--- config.mk ---
export PLATFORM = sky130hd
export DESIGN_NAME = prio_gate
export DESIGN_NICKNAME = d
export VERILOG_FILES = /design/src/rtl/prio_pkg.sv /design/src/rtl/prio_accept.sv /design/src/rtl/prio_state.sv /design/src/rtl/prio_gate.sv
export SDC_FILE = /design/constraint.sdc
export NUM_CORES = 1
export LEC_CHECK = 0
export BUFFER_PORTS_ARGS = -buffer_cell sky130_fd_sc_hd__buf_2
export CAP_MARGIN = 20
export CORE_AREA = 2 2 39 41
export CTS_CLUSTER_DIAMETER = 150
export DETAILED_ROUTE_END_ITERATION = 16
export DIE_AREA = 0 0 41 43
export PLACE_DENSITY = 0.59
export SKIP_LAST_GASP = 1
export SLEW_MARGIN = 20
export SYNTH_ARGS = -nofsm -noshare
export SYNTH_HDL_FRONTEND = slang
export SYNTH_HIERARCHICAL = 1
export SYNTH_SLANG_ARGS = --single-unit
--- constraint.sdc ---
create_clock -name clk -period 2.1 [get_ports clk]
set_input_delay 0.21 -clock clk [delete_from_list [all_inputs] [get_ports clk]]
set_output_delay 0.21 -clock clk [all_outputs]
set_load 0.01 [all_outputs]
--- src/rtl/prio_pkg.sv ---
package prio_pkg;
  localparam int LVL_W  = 3;
  localparam int PRIO_W = LVL_W + 1;

  typedef struct packed {
    logic             trap;
    logic [LVL_W-1:0] lvl;
  } prio_t;

  // A request passes when it is valid, no trap is underway, and it is
  // strictly above the held level. Level 0 can never exceed anything.
  function automatic logic may_accept(input logic valid,
                                      input logic [LVL_W-1:0] req,
                                      input prio_t cur);
    return valid && !cur.trap && (req > cur.lvl);
  endfunction

  // Next level field: restore beats accept, accept beats a write.
  function automatic logic [LVL_W-1:0] next_lvl(input prio_t cur,
                                                input logic acc,
                                                input logic [LVL_W-1:0] req,
                                                input logic wr,
                                                input prio_t wr_val,
                                                input logic rti,
                                                input prio_t rti_val);
    if (rti)      return rti_val.lvl;
    else if (acc) return req;
    else if (wr)  return wr_val.lvl;
    else          return cur.lvl;
  endfunction

  // Next trap bit: entry beats restore, restore beats a write.
  // A write can only clear the bit.
  function automatic logic next_trap(input prio_t cur,
                                     input logic enter,
                                     input logic wr,
                                     input prio_t wr_val,
                                     input logic rti,
                                     input prio_t rti_val);
    if (enter)                  return 1'b1;
    else if (rti)               return rti_val.trap;
    else if (wr && !wr_val.trap) return 1'b0;
    else                        return cur.trap;
  endfunction
endpackage

--- src/rtl/prio_accept.sv ---
module prio_accept
  import prio_pkg::*;
(
  input  logic             req_valid,
  input  logic [LVL_W-1:0] req_level,
  input  prio_t            cur,
  output logic             accept
);
  assign accept = may_accept(req_valid, req_level, cur);
endmodule

--- src/rtl/prio_state.sv ---
module prio_state
  import prio_pkg::*;
(
  input  logic             clk,
  input  logic             rst_n,
  input  logic             acc,
  input  logic [LVL_W-1:0] req_level,
  input  logic             trap_enter,
  input  logic             sw_wr_en,
  input  prio_t            sw_val,
  input  logic             rti_valid,
  input  prio_t            rti_val,
  output prio_t            cur
);
  prio_t nxt;
  logic  lvl_raise;
  logic  trap_cleared;

  assign lvl_raise    = acc && !rti_valid;
  assign trap_cleared = cur.trap && !trap_enter && !rti_valid &&
                        sw_wr_en && !sw_val.trap;

  always_comb begin
    nxt.lvl  = next_lvl(cur, acc, req_level, sw_wr_en, sw_val, rti_valid, rti_val);
    nxt.trap = next_trap(cur, trap_enter, sw_wr_en, sw_val, rti_valid, rti_val);
  end

  always_ff @(posedge clk) begin
    if (!rst_n) cur <= '0;
    else        cur <= nxt;
  end

  // an accepted level lands one edge later
  p_raise_level_r5: assert property (@(posedge clk) disable iff (!rst_n)
    lvl_raise |=> cur.lvl == $past(req_level));

  // trap entry always sets the bit
  p_trap_set_r6: assert property (@(posedge clk) disable iff (!rst_n)
    trap_enter |=> cur.trap);

  // nothing but entry or a restore can set the trap bit
  p_no_sw_set_r7: assert property (@(posedge clk) disable iff (!rst_n)
    (!cur.trap && !trap_enter && !(rti_valid && rti_val.trap)) |=> !cur.trap);

  // a clearing write without competition leaves the bit low
  p_sw_clear_r7: assert property (@(posedge clk) disable iff (!rst_n)
    trap_cleared |=> !cur.trap);

  // a restore reloads both fields
  p_restore_r9: assert property (@(posedge clk) disable iff (!rst_n)
    (rti_valid && !trap_enter) |=> cur == $past(rti_val));
endmodule

--- src/rtl/prio_gate.sv ---
module prio_gate
  import prio_pkg::*;
(
  input  logic              clk,
  input  logic              rst_n,
  input  logic              req_valid,
  input  logic [LVL_W-1:0]  req_level,
  input  logic              trap_enter,
  input  logic              sw_wr_en,
  input  logic [PRIO_W-1:0] sw_wr_data,
  input  logic              rti_valid,
  input  logic [PRIO_W-1:0] rti_level,
  output logic              accept,
  output logic [LVL_W-1:0]  cur_level,
  output logic              trap_active,
  output logic [PRIO_W-1:0] save_level
);
  prio_t cur;
  prio_t sw_val;
  prio_t rti_val;
  logic  acc;

  assign sw_val  = sw_wr_data;
  assign rti_val = rti_level;

  prio_accept u_accept (
    .req_valid (req_valid),
    .req_level (req_level),
    .cur       (cur),
    .accept    (acc)
  );

  prio_state u_state (
    .clk        (clk),
    .rst_n      (rst_n),
    .acc        (acc),
    .req_level  (req_level),
    .trap_enter (trap_enter),
    .sw_wr_en   (sw_wr_en),
    .sw_val     (sw_val),
    .rti_valid  (rti_valid),
    .rti_val    (rti_val),
    .cur        (cur)
  );

  assign accept      = acc;
  assign cur_level   = cur.lvl;
  assign trap_active = cur.trap;
  assign save_level  = cur;

  // a trap masks every request
  p_trap_masks_r4: assert property (@(posedge clk) disable iff (!rst_n)
    trap_active |-> !accept);

  // level 0 never passes
  p_zero_level_r11: assert property (@(posedge clk) disable iff (!rst_n)
    (req_level == '0) |-> !accept);

  // the top level blocks everything
  p_top_blocks_r3: assert property (@(posedge clk) disable iff (!rst_n)
    (&cur_level) |-> !accept);

  // an accepted request is valid and above the held level
  p_accept_above_r2: assert property (@(posedge clk) disable iff (!rst_n)
    accept |-> (req_valid && req_level > cur_level));
endmodule

After elaboration in Yosys (flattened, before gate mapping)
Index checks and enable logic that the tools add are counted.
{"block": "totals", "regBits": 4, "in_bits": 17, "wordCells": 16}
{"block": "op_classes", "magnitude_cmp": 1, "muxes": 6, "n_reduce_logical": 7}
{"operator": "3-bit two-way mux", "count": 3}
{"operator": "3-bit nonzero test", "count": 2}
{"operator": "3-bit greater-than comparator", "count": 1}
{"operator": "1-bit logical AND", "count": 3}
{"operator": "1-bit two-way mux", "count": 3}
{"operator": "1-bit zero test", "count": 2}

Longest topological paths before layout
Gate-level depths: netlist (run 1).
{"block": "depth", "depth_word": 5, "mapped_depth": 8, "depth_no_buf": 8}

By module
Netlist (run 1), hierarchy kept.
{"mod": "prio_state", "n_inst": 1, "cells_each": 24, "area_per_inst_um2": 236.5}
{"mod": "prio_accept", "n_inst": 1, "cells_each": 11, "area_per_inst_um2": 85.1}
{"mod": "prio_gate", "n_inst": 1, "cells_each": 4, "area_per_inst_um2": 30.0}

Least setup slack after synthesis (run 1)
No wires, ideal clock.
{"block": "synth_timing", "kind": "register -> register", "startpoint": "register, netlist name u_state/cur[1]", "endpoint": "register, netlist name u_state/cur[0]", "setup_ns": 0.120, "arrival_time_ns": 2.005, "slack_ns": -0.026, "stages_incl_launch_ff": 9, "n_path_buf": 0, "synth_period_minus_slack_ns": 2.126, "cell_sequence": "dfxtp_1 inv_1 ha_1 nand3_1 o21ai_1 nor4b_2 mux2_2 o2111ai_2 o21ai_2"}
{"block": "synth_via", "elab_chain_len": 4, "elab_cells_between_ends": 5, "cone_classes": "1 x order compare; 2 x mux; 2 x reduce/logical"}
{"item": "3-bit greater-than comparator (*)", "line": "prio_pkg.sv:15", "text": "return valid && !cur.trap && (req > cur.lvl);"}
{"item": "1-bit logical AND (*)", "line": "prio_pkg.sv:15"}
{"item": "via accept", "line": "prio_gate.sv:13", "text": "output logic accept,"}
{"item": "3-bit two-way mux", "line": "prio_pkg.sv:27", "text": "else if (acc) return req;"}
{"item": "3-bit two-way mux", "line": "prio_pkg.sv:26", "text": "if (rti) return rti_val.lvl;"}
Mark *: on every way through the listed nets, which the timed path passes. The rest lies on a longest branch.
A chain may end at the register's enable or synchronous reset.

Worst setup path in the final report (run 1)
{"block": "layout_timing", "startpoint": "register, netlist name u_state/cur[0]", "endpoint": "register, netlist name u_state/cur[2]"}
{"block": "layout_via", "elab_chain_len": 4, "elab_cells_between_ends": 5, "cone_classes": "1 x order compare; 2 x mux; 2 x reduce/logical"}
{"item": "3-bit greater-than comparator (*)", "line": "prio_pkg.sv:15"}
{"item": "1-bit logical AND (*)", "line": "prio_pkg.sv:15"}
{"item": "3-bit two-way mux", "line": "prio_pkg.sv:27"}
{"item": "3-bit two-way mux", "line": "prio_pkg.sv:26"}
Mark *: on every way between the ends. The rest lies on a longest branch, timed or not.

==> summary.md, run 1 <==
| Metric | Value |
|---|---|
| Asr flop ratio synth | `0` |
| Register area | `81.3 µm²` |
| Clock latency on the worst-skew pair | `0.23 ns` |
| Most used DFF post-synth | `dfxtp_1` |
| CP startpoint | `u_state/cur[0]$_SDFFE_PN0P_` |
| Port bufs | `25` |
| Final setup viols | `0` |
| Die W | `41 µm` |
| Iter 0 DRT Violations | `9` |
| Slew Limit Headroom | `0.717` |
| Reg clk slew, reported paths | `0.04 ns` |
| Drt drc | `0` |
| Worst VDD drop | `156 µV` |
| RR Startpoint | `u_state/cur[0]$_SDFFE_PN0P_` |
| Post-synth EDFFs | `0` |
| GR Util met3 | `0.0157` |
| Tmin final | `1.95 ns` |
| RSZ-0062 raised after global routing | `false` |
| TritonCTS Buffers | `3` |
| Reg-to-Reg End | `u_state/cur[2]$_SDFFE_PN0P_` |
| WL final | `898 µm` |
| Hold_buf cts | `0` |
| Yosys reg bits | `4` |
| Final net count | `87` |
| CTS H-tree lvls | `1` |
| WL/cell | `11.1 µm` |
| I/O pin cnt | `26` |
| Synth Net Count | `59` |
| DR vias/cell | `4.49` |
| Layout area overhead | `60.5%` |
| Worst setup EP type | `register` |
| Met2 GRT Util | `0.175` |
| Worst Hold Class | `input pin to register` |
| Layout cells sized above 1 | `0.662` |
| # fillers | `146` |
| Largest net degree at the start of global routing | `10` |
| Commonest non-fill, non-tap cells in the layout | `buf_2, inv_1` |
| Die area | `0.00176 mm²` |
| Synthesized cell area | `352 µm²` |
| Hpwl dp | `730 µm` |
| Fin. Hold Viols | `0` |
| Final Max Tran Viols | `0` |
| Worst setup endpoint | `u_state/cur[2]$_SDFFE_PN0P_` |
| Core area | `0.00138 mm²` |
| Yosys cell types | `19` |
| Yosys Warn Count | `6` |
| R2r setup slk | `0.15 ns` |
| CTS tree | `yes` |
| Die height | `43 µm` |
| Clk_skew | `0.00209 ns` |
| Routed Antenna Nets | `0` |
| Syn Area/Cell | `9.02 µm²` |
| Area of the multi-input gates | `285 µm²` |
| Max Fclk | `514 MHz` |
| Max reg flops | `4` |
| Worst EP required | `2.21 ns` |
| Least-Margin Pin Slew | `0.422 ns` |
| GRT Total Usage | `0.115` |
| LEAKAGE | `0.272 nW` |
| Crit path max fanout | `5` |
| TNS Setup | `0 ns` |
| Critical path class | `register to register` |
| Initial Util | `0.254` |
| Initial antenna violation count | `0` |
| Pre-antenna DRT Iters | `2` |
| Syn Inst Count | `39` |
| CTS max path bufs | `2` |
| N_diodes | `0` |
| Vias in the first global route | `338` |
| Part of the cycle the worst path needs | `0.926` |
| Status | `finished clean` |
| Vias | `364` |
| WP data arrival | `2.06 ns` |
| GPL Wtd Cong | `0.589` |
| R2R depth | `7` |
| Top flop regs | `u_state/cur: 4 flops` |
| Total power per unit cell area | `553 mW/mm²` |
| Grt total ovfl | `0` |
| Startpoint Class | `register` |
| Seq/Total Area, Yosys | `0.228` |
| Commonest non-fill, non-tap cell in the layout | `buf_2` |
| Std cell rows | `14` |
| Util after Layout | `0.408` |
| CTS sink cnt | `4` |
| First-pass GRT wire length | `1270 µm` |
| Met1 usage | `0.110` |
| Clock Tree Root | `clkbuf_4` |
| Max-cap check violation count | `0` |
| Overall power | `0.000312 W` |
| Largest reg by FF count | `u_state/cur` |
| Busiest layer in global routing | `met2` |
what timing repair did:
item / in CTS / in global routing
buffers inserted: 0 / 1
resized for setup: 0 / 9
setup endpoints to repair: 0 / 3
cell usage after synthesis, types with 2 or more instances:
cell       number  area share
buf_4           4       0.085
dfxtp_1         4        0.23
ha_1            3        0.11
inv_1           4       0.043
mux2_2          3       0.096
nand2_1         3       0.032
o2111ai_1       2       0.050
o21ai_1         3       0.043
or2b_1          3       0.064
layer usage:
metal,up-vias,wire length [µm]
met5,-,0
met4,0,19
met3,2,55
met2,16,459
met1,156,363
li1,190,-
critical path, cell delays in order, from the launching register on:
cell,delay [ns]
dfxtp_1,0.36
ha_1,0.25
nand3_2,0.08
o21ai_2,0.06
nor4b_4,0.45
mux2_4,0.34
o2111ai_1,0.18
o21ai_1,0.08
stage by stage:
stage                     std cells  area [µm²]  setup WS (ns)  hold WS, ns
final                            81         564          0.155        0.278
after global routing             81         564         0.0204        0.282
after CTS                        80         505         0.0988        0.274
after detailed placement         77         483          0.105        0.468
after global placement           77         483          0.117        0.461
after floorplan                  39         360          0.101        0.348
where the power goes:
part / total (W) / switching (W) / internal, W
Clock: 0.0000958 / 0.0000319 / 0.0000640
Sequential: 0.0000902 / 0.00000619 / 0.0000840
Combinational: 0.000126 / 0.0000575 / 0.0000682
Total: 0.000312 / 0.0000956 / 0.000216
worst min path at each step:
stage	from	slack, ns	depth (start not counted)	to
after CTS	rst_n	0.27	3	u_state/cur[2]$_SDFFE_PN0P_
after floorplan	rst_n	0.35	2	u_state/cur[0]$_SDFFE_PN0P_
after global routing	rst_n	0.28	3	u_state/cur[0]$_SDFFE_PN0P_
after global placement	u_state/cur[2]$_SDFFE_PN0P_	0.46	2	u_state/cur[2]$_SDFFE_PN0P_
final	rst_n	0.28	3	u_state/cur[2]$_SDFFE_PN0P_
after detailed placement	u_state/cur[2]$_SDFFE_PN0P_	0.47	2	u_state/cur[2]$_SDFFE_PN0P_
area by class of cell:
| type | count | share of cell area |
|---|---|---|
| timing repair buffer | 27 | 0.248 |
| multi-input combinational | 27 | 0.506 |
| inverter | 4 | 0.0266 |
| tap | 16 | 0.0355 |
| clock buffer | 3 | 0.0399 |
| sequential | 4 | 0.144 |
cells by family after synthesis:
kind of cell / share of synthesized area
compound gates: 0.217
flops: 0.228
fa+ha+maj: 0.107
buf+inv: 0.128
simple gates: 0.224
mux: 0.0961
(Power assumes the default switching activity.)
==> inputs of run 2 (changes only) <==
==> constraint.sdc (replaced) <==
create_clock -name clk -period 2.1 [get_ports clk]
set_input_delay 0.21 -clock clk [delete_from_list [all_inputs] [get_ports clk]]
set_output_delay 0.21 -clock clk [all_outputs]
set_load 0.02 [all_outputs]
==> run 2 against run 1 <==
Compared with the run above:
- critical path depth rose by 1
- final cell count down 2.5%
- count of clock-buffer cells in the layout unchanged
- sequential power rose by 2%
- total power grew 0.80%
- register-to-register slack better by 0.03 ns
- clock power rose by 2.3%
- worst hold slack lost 0.0072 ns
- global-route usage is 0.54 points lower
- cell area is 3.1% lower
- sequential share of layout area is 1.8 points higher
- combinational power is essentially flat
==> summary.md, run 2 (same netlist as run 1, synthesis figures left out) <==
| Metric | Value |
|---|---|
| Status | `finished clean` |
| Hold_buf cts | `0 (unchanged)` |
| Worst VDD drop | `356 µV (+130%)` |
| CTS tree | `yes` |
| TritonCTS Buffers | `3 (unchanged)` |
| Clk_skew | `0.00119 ns (-0.000899 ns)` |
| Final net count | `85 (-2.3%)` |
| Max Fclk | `522 MHz (+1.5%)` |
| First-pass GRT wire length | `1210 µm (-4.3%)` |
| RR Startpoint | `u_state/cur[1]$_SDFFE_PN0P_` |
| Crit path max fanout | `5 (unchanged)` |
| WP data arrival | `2.04 ns (-0.02 ns)` |
| Die area | `0.00176 mm² (unchanged)` |
| Iter 0 DRT Violations | `6 (-3)` |
| Hold Crit Start | `trap_enter` |
| Vias in the first global route | `295 (-13%)` |
| I/O pin cnt | `26 (unchanged)` |
| Worst EP required | `2.22 ns (about the same)` |
| CP startpoint | `u_state/cur[1]$_SDFFE_PN0P_` |
| Drt drc | `0 (unchanged)` |
| Post-cts sizing count | `0 (unchanged)` |
| Final setup viols | `0 (unchanged)` |
| Grt total ovfl | `0 (unchanged)` |
| WL final | `905 µm (+0.78%)` |
| Critical path class | `register to register` |
| TNS Setup | `0 ns (unchanged)` |
| DP Worst Slack | `0.122 ns (+0.0168 ns)` |
| Max-cap check violation count | `0 (unchanged)` |
| CTS max path bufs | `2 (unchanged)` |
| Fin. Hold Viols | `0 (unchanged)` |
| LEAKAGE | `0.260 nW (-4.3%)` |
| Final Max Tran Viols | `0 (unchanged)` |
| DP Area | `524 µm² (+8.5%)` |
| Least-Margin Pin Slew | `0.430 ns (+0.00772 ns)` |
| Worst setup EP type | `register` |
| Largest reg by FF count | `u_state/cur` |
| DR vias/cell | `4.65 (+3.4%)` |
| Post-CTS Setup Bufs | `0 (unchanged)` |
| Worst Hold Class | `input pin to register` |
| Max reg flops | `4 (unchanged)` |
| GPL Wtd Cong | `0.705 (+20%)` |
| Clock latency on the worst-skew pair | `0.24 ns (about the same)` |
| Layout area overhead | `55.5%` |
| Reg clk slew, reported paths | `0.04 ns (about the same)` |
| Vias | `367 (+0.82%)` |
| Die W | `41 µm (unchanged)` |
| Largest net degree at the start of global routing | `10 (unchanged)` |
| RSZ-0062 raised after global routing | `false` |
| Initial Util | `0.254 (unchanged)` |
| Initial antenna violation count | `0 (unchanged)` |
| Part of the cycle the worst path needs | `0.912 (-0.0138)` |
| Routed Antenna Nets | `0 (unchanged)` |
| Final non-filler cell area | `547 µm² (-3.1%)` |
| Commonest non-fill, non-tap cell in the layout | `buf_2` |
| Std cell rows | `14 (unchanged)` |
| Util after Layout | `0.395 (-0.0127)` |
| N_diodes | `0 (unchanged)` |
| Final setup margin | `0.184 ns (+0.0289 ns)` |
| GRT Total Usage | `0.109 (-0.00535)` |
| Core area | `0.00138 mm² (unchanged)` |
| Layout cells sized above 1 | `0.667 (+0.00513)` |
| Total power per unit cell area | `575 mW/mm² (+4.0%)` |
| Tmin final | `1.92 ns (-0.0289 ns)` |
| Clock Tree Root | `clkbuf_4` |
| Die height | `43 µm (unchanged)` |
| Top flop regs | `u_state/cur: 4 flops` |
| Port bufs | `25 (unchanged)` |
| Slew Limit Headroom | `0.712 (-0.00517)` |
| Startpoint Class | `register` |
| WL/cell | `11.5 µm (+3.3%)` |
| CTS sink cnt | `4 (unchanged)` |
| Pre-antenna DRT Iters | `4 (+2)` |
| CTS H-tree lvls | `1 (unchanged)` |
run 2: through the flow:
stage | hold WS, ns | power (W) | instances
3_5_place_dp | 0.472 | 0.000219 | 76
5_1_grt | 0.287 | 0.000340 | 79
2_1_floorplan | 0.340 | 0.000185 | 39
3_3_place_gp | 0.471 | 0.000218 | 76
4_1_cts | 0.269 | 0.000323 | 79
6_report | 0.271 | 0.000314 | 79
run 2: critical path, stage by stage, from the launching register on:
cell,delay (ns)
dfxtp_4,0.35
inv_2,0.04
ha_4,0.23
nand3_1,0.09
o21ai_2,0.07
nor4b_4,0.40
mux2_4,0.34
o2111ai_2,0.20
o21ai_2,0.07
run 2: power by group:
part / total, W / switching (W) / internal (W) / leakage [nW]
Sequential: 0.0000917 / 0.00000746 / 0.0000842 / 0.0348
Combinational: 0.000125 / 0.0000651 / 0.0000595 / 0.212
Clock: 0.0000980 / 0.0000339 / 0.0000641 / 0.0138
run 2: worst paths after layout:
path                                                    end  slack [ns]  depth (start not counted)
worst max-delay path            u_state/cur[0]$_SDFFE_PN0P_        0.18                          8
worst min-delay path            u_state/cur[3]$_SDFFE_PN0P_        0.27                          3
worst max register to register  u_state/cur[0]$_SDFFE_PN0P_        0.18                          8
worst min register to register  u_state/cur[0]$_SDFFE_PN0P_        0.48                          2
run 2: final cells by class:
cell class / instances / area, µm²
tap: 16 / 20.0
clock buffer: 3 / 22.5
fill: 152 / 837
inverter: 4 / 15.0
sequential: 4 / 88.8
multi-input combinational: 27 / 275
timing repair buffer: 25 / 125
run 2: metal layers:
layer	wire length, µm	vias to the layer above	track usage
met4	0	0	0.0200
met1	388	164	0.134
met2	423	16	0.144
met5	0	-	0
met3	93	0	0.0942
li1	-	187	-
